<file path="src/rtl/thread_end_select_pkg.sv">
package thread_end_select_pkg;

    localparam int unsigned DEF_NTHR  = 4;
    localparam int unsigned DEF_SEQ_W = 16;

    // Which extreme a scan keeps.
    typedef enum logic {
        SCAN_MIN = 1'b0,
        SCAN_MAX = 1'b1
    } scan_mode_e;

endpackage

</file>
<file path="src/rtl/thread_end_scan.sv">
module thread_end_scan
    import thread_end_select_pkg::*;
#(
    parameter int unsigned NTHR  = DEF_NTHR,
    parameter int unsigned SEQ_W = DEF_SEQ_W,
    parameter scan_mode_e  MODE  = SCAN_MIN,
    localparam int unsigned TID_W = (NTHR > 1) ? $clog2(NTHR) : 1
) (
    input  logic [NTHR-1:0]       elig,
    input  logic [NTHR*SEQ_W-1:0] seqs,
    output logic                  found,
    output logic [TID_W-1:0]      pick_tid,
    output logic [SEQ_W-1:0]      pick_seq
);

    logic [NTHR-1:0] beats;

    // The parameter picks a strict less-than or a strict greater-than.
    // Strict comparison keeps the lower index on a tie.
    genvar gi;
    generate
        for (gi = 0; gi < NTHR; gi++) begin : g_cmp
            if (MODE == SCAN_MIN) begin : g_min
                assign beats[gi] = seqs[gi*SEQ_W +: SEQ_W] < pick_prefix_seq[gi];
            end else begin : g_max
                assign beats[gi] = seqs[gi*SEQ_W +: SEQ_W] > pick_prefix_seq[gi];
            end
        end
    endgenerate

    logic [SEQ_W-1:0] pick_prefix_seq [NTHR];
    logic [NTHR-1:0]  prefix_found;

    // Prefix state seen by each stage: found flag and best value over lower indices.
    always_comb begin
        logic             f;
        logic [SEQ_W-1:0] s;
        f = 1'b0;
        s = '0;
        for (int i = 0; i < NTHR; i++) begin
            prefix_found[i]    = f;
            pick_prefix_seq[i] = s;
            if (elig[i]) begin
                if (!f || (MODE == SCAN_MIN ? (seqs[i*SEQ_W +: SEQ_W] < s)
                                            : (seqs[i*SEQ_W +: SEQ_W] > s))) begin
                    s = seqs[i*SEQ_W +: SEQ_W];
                end
                f = 1'b1;
            end
        end
    end

    // Walk the stages: the first eligible thread seeds, later ones replace on a win.
    always_comb begin
        found    = 1'b0;
        pick_tid = '0;
        pick_seq = '0;
        for (int i = 0; i < NTHR; i++) begin
            if (elig[i] && (!prefix_found[i] || beats[i])) begin
                found    = 1'b1;
                pick_tid = TID_W'(i);
                pick_seq = seqs[i*SEQ_W +: SEQ_W];
            end
        end
    end

endmodule

</file>
<file path="src/rtl/thread_end_select.sv">
module thread_end_select
    import thread_end_select_pkg::*;
#(
    parameter int unsigned NTHR  = DEF_NTHR,
    parameter int unsigned SEQ_W = DEF_SEQ_W,
    localparam int unsigned TID_W = (NTHR > 1) ? $clog2(NTHR) : 1
) (
    input  logic                  clk,
    input  logic                  rst,
    input  logic [NTHR-1:0]       thr_active,
    input  logic [NTHR-1:0]       thr_nonempty,
    input  logic [NTHR*SEQ_W-1:0] thr_old_seq,
    input  logic [NTHR*SEQ_W-1:0] thr_young_seq,
    input  logic                  retire_evt,
    input  logic                  tail_evt,
    output logic                  head_valid,
    output logic [TID_W-1:0]      head_tid,
    output logic [SEQ_W-1:0]      head_seq,
    output logic                  tail_valid,
    output logic [TID_W-1:0]      tail_tid,
    output logic [SEQ_W-1:0]      tail_seq
);

    // eligibility needs both flags
    logic [NTHR-1:0] elig;
    assign elig = thr_active & thr_nonempty;

    logic             h_found, t_found;
    logic [TID_W-1:0] h_tid, t_tid;
    logic [SEQ_W-1:0] h_seq, t_seq;

    thread_end_scan #(.NTHR(NTHR), .SEQ_W(SEQ_W), .MODE(SCAN_MIN)) u_head_scan (
        .elig(elig), .seqs(thr_old_seq),
        .found(h_found), .pick_tid(h_tid), .pick_seq(h_seq)
    );

    thread_end_scan #(.NTHR(NTHR), .SEQ_W(SEQ_W), .MODE(SCAN_MAX)) u_tail_scan (
        .elig(elig), .seqs(thr_young_seq),
        .found(t_found), .pick_tid(t_tid), .pick_seq(t_seq)
    );

    // head register, refreshed only on the retire strobe
    always_ff @(posedge clk) begin
        if (rst) begin
            head_valid <= 1'b0;
            head_tid   <= '0;
            head_seq   <= '0;
        end else if (retire_evt) begin
            head_valid <= h_found;
            head_tid   <= h_tid;
            head_seq   <= h_seq;
        end
    end

    // tail register, independent of the head strobe
    always_ff @(posedge clk) begin
        if (rst) begin
            tail_valid <= 1'b0;
            tail_tid   <= '0;
            tail_seq   <= '0;
        end else if (tail_evt) begin
            tail_valid <= t_found;
            tail_tid   <= t_tid;
            tail_seq   <= t_seq;
        end
    end

    // Assertions
    p_head_hold_r8: assert property (@(posedge clk) disable iff (rst)
        (!retire_evt) |=> $stable({head_valid, head_tid, head_seq}));

    p_tail_hold_r8: assert property (@(posedge clk) disable iff (rst)
        (!tail_evt) |=> $stable({tail_valid, tail_tid, tail_seq}));

    p_head_none_r7: assert property (@(posedge clk) disable iff (rst)
        (retire_evt && (thr_active & thr_nonempty) == '0) |=> (!head_valid && head_seq == '0));

    p_tail_none_r7: assert property (@(posedge clk) disable iff (rst)
        (tail_evt && (thr_active & thr_nonempty) == '0) |=> (!tail_valid && tail_seq == '0));

    p_head_found_r2: assert property (@(posedge clk) disable iff (rst)
        (retire_evt && (thr_active & thr_nonempty) != '0) |=> head_valid);

    p_tail_found_r4: assert property (@(posedge clk) disable iff (rst)
        (tail_evt && (thr_active & thr_nonempty) != '0) |=> tail_valid);

    genvar ai;
    generate
        for (ai = 0; ai < NTHR; ai++) begin : g_chk
            p_head_min_r2: assert property (@(posedge clk) disable iff (rst)
                (retire_evt && thr_active[ai] && thr_nonempty[ai])
                |=> head_seq <= $past(thr_old_seq[ai*SEQ_W +: SEQ_W]));

            p_tail_max_r4: assert property (@(posedge clk) disable iff (rst)
                (tail_evt && thr_active[ai] && thr_nonempty[ai])
                |=> tail_seq >= $past(thr_young_seq[ai*SEQ_W +: SEQ_W]));
        end
    endgenerate

endmodule

</file>
<file path="config.mk">
export PLATFORM = sky130hd
export DESIGN_NAME = thread_end_select
export DESIGN_NICKNAME = d
export VERILOG_FILES = /design/src/rtl/thread_end_select_pkg.sv /design/src/rtl/thread_end_scan.sv /design/src/rtl/thread_end_select.sv
export SDC_FILE = /design/constraint.sdc
export NUM_CORES = 1
export LEC_CHECK = 0
export BUFFER_PORTS_ARGS = -buffer_cell sky130_fd_sc_hd__buf_2
export CAP_MARGIN = 20
export CORE_MARGIN = 2
export CORE_UTILIZATION = 57
export CTS_CLUSTER_SIZE = 14
export DETAILED_ROUTE_END_ITERATION = 10
export PLACE_DENSITY = 0.89
export SLEW_MARGIN = 10
export SYNTH_ARGS = -nofsm -noshare
export SYNTH_HDL_FRONTEND = slang
export SYNTH_HIERARCHICAL = 1
export SYNTH_SLANG_ARGS = --single-unit
</file>
<file path="constraint.sdc">
create_clock -name clk -period 12.9 [get_ports clk]
set_input_delay 0.645 -clock clk [delete_from_list [all_inputs] [get_ports clk]]
set_output_delay 0.645 -clock clk [all_outputs]
set_load 0.01 [all_outputs]
</file>
==> insert_results.sql <==
INSERT INTO impl_metrics (metric_group, metric, value, unit) VALUES
('logic_synthesis', 'synth_top_family_by_area', 'compound AO/OA/AOI/OAI gates', ''),
('timing', 'final_period_minus_worst_setup_slack', '8540', 'ps'),
('min_path', 'hold_class', 'reg2reg', ''),
('critical_path', 'endpoint_kind', 'flop', ''),
('min_path', 'worst_hold_launch', 'head_seq[9]', ''),
('power', 'power.density_cell_area', '73.7', 'nW/um^2'),
('logic_synthesis', 'syn_avg_cell_area', '8.30', 'um^2'),
('cells_and_area', 'layout-drive-gt1-share', '30.1', '%'),
('cells_and_area', 'finish.instance_area', '6440', 'um^2'),
('logic_synthesis', 'synth.area.mux_share', '7.06', '%'),
('cells_and_area', 'fill_cells', '788', ''),
('logic_synthesis', 'postSynthRegisterBits', '38', ''),
('placement', 'port_buffers', '177', ''),
('cells_and_area', 'multi_input_area', '4470', 'um^2'),
('placement', 'post-place-cells', '936', ''),
('logic_synthesis', 'synth_simple_gate_area_share', '21.0', '%'),
('critical_path', 'timing.critical_path.from', 'thr_active[0]', ''),
('critical_path', 'criticalPathCategory', 'in2reg', ''),
('timing', 'report.final.hold_viol_count', '0', ''),
('critical_path', 'start_kind', 'primary input', ''),
('timing', 'unrepaired_setup_endpoints_after_global_routing', 'no', ''),
('drt', 'initialDrtViolationCount', '408', ''),
('timing', 'final_min_period_over_clock_period', '66.2', '%'),
('placement', 'standard_cell_area_after_detailed_placement', '6360', 'um^2'),
('clock_tree', 'cts_tree', 'yes', ''),
('logic_synthesis', 'synthXorXnorAreaFrac', '0', '%'),
('timing', 'drv_slew', '0', ''),
('clock_tree', 'cts-htree-levels', '2', ''),
('logic_synthesis', 'post_synth_fa_ha_maj_area_fraction', '21.0', '%'),
('cells_and_area', 'final-seq-area', '761', 'um^2'),
('drt', 'tritonroute_pass_1_iters', '7', ''),
('logic_synthesis', 'syn-instance-count', '667', ''),
('logic_synthesis', 'yosys_most_used_dff', 'sky130_fd_sc_hd__dfxtp_1', ''),
('clock_tree', 'hold_buffers', '0', ''),
('clock_tree', 'post_cts_buffers', '0', ''),
('drt', 'wire_per_inst', '18.4', 'um'),
('die', 'fp.dieW', '103', 'um'),
('timing', 'maxClockFrequency', '117', 'MHz'),
('cells_and_area', 'finalNonFillerCells', '944', ''),
('logic_synthesis', 'synth_seq_area_share', '13.7', '%'),
('drt', 'detail_route.vias_per_cell', '6.30', ''),
('global_route', 'grt_first_pass_wirelength', '27300', 'um'),
('drt', 'detail_route.wirelength', '17300', 'um'),
('critical_path', 'path_max_fanout', '71', ''),
('power', 'leakagePower', '0.00302', 'uW'),
('drt', 'postRouteAntennaNets', '0', ''),
('die', 'die-height', '103', 'um'),
('die', 'initial_utilization', '59.3', '%'),
('clock_tree', 'cts.sink_count', '38', ''),
('drt', 'route.detailed.drc', '0', ''),
('cells_and_area', 'syn2layout_area_growth', '16.4', '%'),
('clock_tree', 'cts-root-buf', 'sky130_fd_sc_hd__clkbuf_8', ''),
('critical_path', 'crit_required', '13060', 'ps'),
('timing', 'slew_at_the_pin_with_the_worst_max_slew_slack', '894', 'ps'),
('job', 'timing.max_cap.violations', '0', ''),
('clock_tree', 'max-clock-path-buffers', '2', ''),
('outcome', 'run_status', 'complete, no violations', ''),
('die', 'placement_rows', '35', ''),
('global_route', 'maximum_number_of_pins_on_one_net_before_global_route_repair', '72', ''),
('die', 'ios', '178', ''),
('logic_synthesis', 'synth_enable_flop_cells', '0', ''),
('logic_synthesis', 'async_flop_share', '0', '%'),
('clock_tree', 'numCtsBuffers', '5', ''),
('die', 'fp.dieArea', '10500', 'um^2'),
('logic_synthesis', 'synth_cell_type_count', '64', ''),
('global_route', 'via_count_of_the_first_global_routing_pass', '5765', ''),
('placement', 'detailedPlacementHpwl', '14100', 'um'),
('timing', 'setup_viol', '0', ''),
('critical_path', 'worst_path_max_delay_cell', 'sky130_fd_sc_hd__or2_1', ''),
('global_route', 'grtUsageTotal', '32.4', '%'),
('logic_synthesis', 'compound_gate_fraction_of_synth_area', '31.7', '%');
-- worst register-to-register path, cell delays in order (launching register included) --
cell                      delay (ps)
sky130_fd_sc_hd__dfxtp_1         330
sky130_fd_sc_hd__mux2i_1         150
sky130_fd_sc_hd__nor2_1           50
-- state kept, by name (all words and copies together) (netlist names) --
name	count
head_seq	16
head_tid	2
head_valid	1
tail_seq	16
tail_tid	2
tail_valid	1
-- area by class of cell --
type	instances	share of cell area (%)
tap	129	2.51
clock buffer	6	1.13
sequential	38	11.8
timing repair buffer	181	14.2
multi-input combinational	575	69.4
clock inverter	2	0.214
inverter	13	0.757
-- synth_stat cells, drive strengths merged, types with 5 or more instances --
cell type | n | area share (%)
nand4 | 12 | 1.5
o21a | 5 | 0.81
a21o | 27 | 3.8
and2 | 6 | 0.72
ha | 93 | 21
or2 | 18 | 2.1
and3 | 15 | 1.7
inv | 13 | 0.88
clkbuf | 13 | 0.88
o21ai | 15 | 1.4
nor3 | 24 | 2.2
mux2i | 39 | 7.1
nand2 | 60 | 4.1
a21oi | 52 | 4.9
nor2 | 81 | 5.5
a211oi | 17 | 3.2
buf | 28 | 3.7
o31ai | 16 | 4.7
o211ai | 20 | 2.8
a32oi | 30 | 6.0
dfxtp | 38 | 14
-- final timing paths --
check                     end  slack (ps)  depth (start not counted)
setup reg to reg   head_valid       12240                          2
hold reg to reg   head_seq[9]         500                          2
setup / recovery  head_seq[1]        4360                         28
hold / removal    head_seq[9]         500                          2
-- routing by layer --
metal  vias up  global-route usage, %  part of all wire [%]
li1       2843                      -                     -
met1      2785                   43.7                    43
met2       290                   52.5                    46
met3        28                   5.76                   9.1
met4         0                   10.4                   1.4
met5         -                      0                     0
-- cell families (layout without fill, tap and decap cells) --
logic type,after synthesis,after routing
compound gates,203,203
fa+ha+maj,93,93
buf+inv,54,202
flops,38,38
mux,39,39
simple gates,240,240
-- cells in the final DEF (no fill, tap or decap), drive strengths merged, types with 2 or more instances in the layout --
cell | synthesis | routed
a21oi | 52 | 52
o21a | 5 | 5
ha | 93 | 93
buf | 28 | 181
inv | 13 | 13
a211o | 3 | 3
and3 | 15 | 15
a22o | 2 | 2
or2 | 18 | 18
nand3 | 4 | 4
a22oi | 2 | 2
a2111oi | 3 | 3
nor4 | 4 | 4
nand2b | 4 | 4
a31oi | 2 | 2
clkinv | 0 | 2
nand4 | 12 | 12
nor3 | 24 | 24
clkbuf | 13 | 6
or3 | 2 | 2
nor2 | 81 | 81
o21ai | 15 | 15
nor2b | 2 | 2
a211oi | 17 | 17
or4 | 4 | 4
a32oi | 30 | 30
and2 | 6 | 6
mux2i | 39 | 39
dfxtp | 38 | 38
a21o | 27 | 27
a221oi | 2 | 2
o211ai | 20 | 20
nand2 | 60 | 60
o31ai | 16 | 16
-- metrics by stage --
step | setup WS (ps) | util, % | power (uW)
after floorplan | 5390 | - | 307
after global placement | 4470 | 68.1 | 374
after detailed placement | 4200 | 68.1 | 382
after CTS | 4490 | 69.1 | 472
after global routing | 3870 | 69.1 | 507
final | 4360 | 69.1 | 475
-- power by group --
part	internal, uW	total, uW	switching [uW]
registers	127	133	5.20
logic	109	252	143
clock network	38.3	89.5	51.2
total	275	475	199
(Power assumes the default switching activity.)
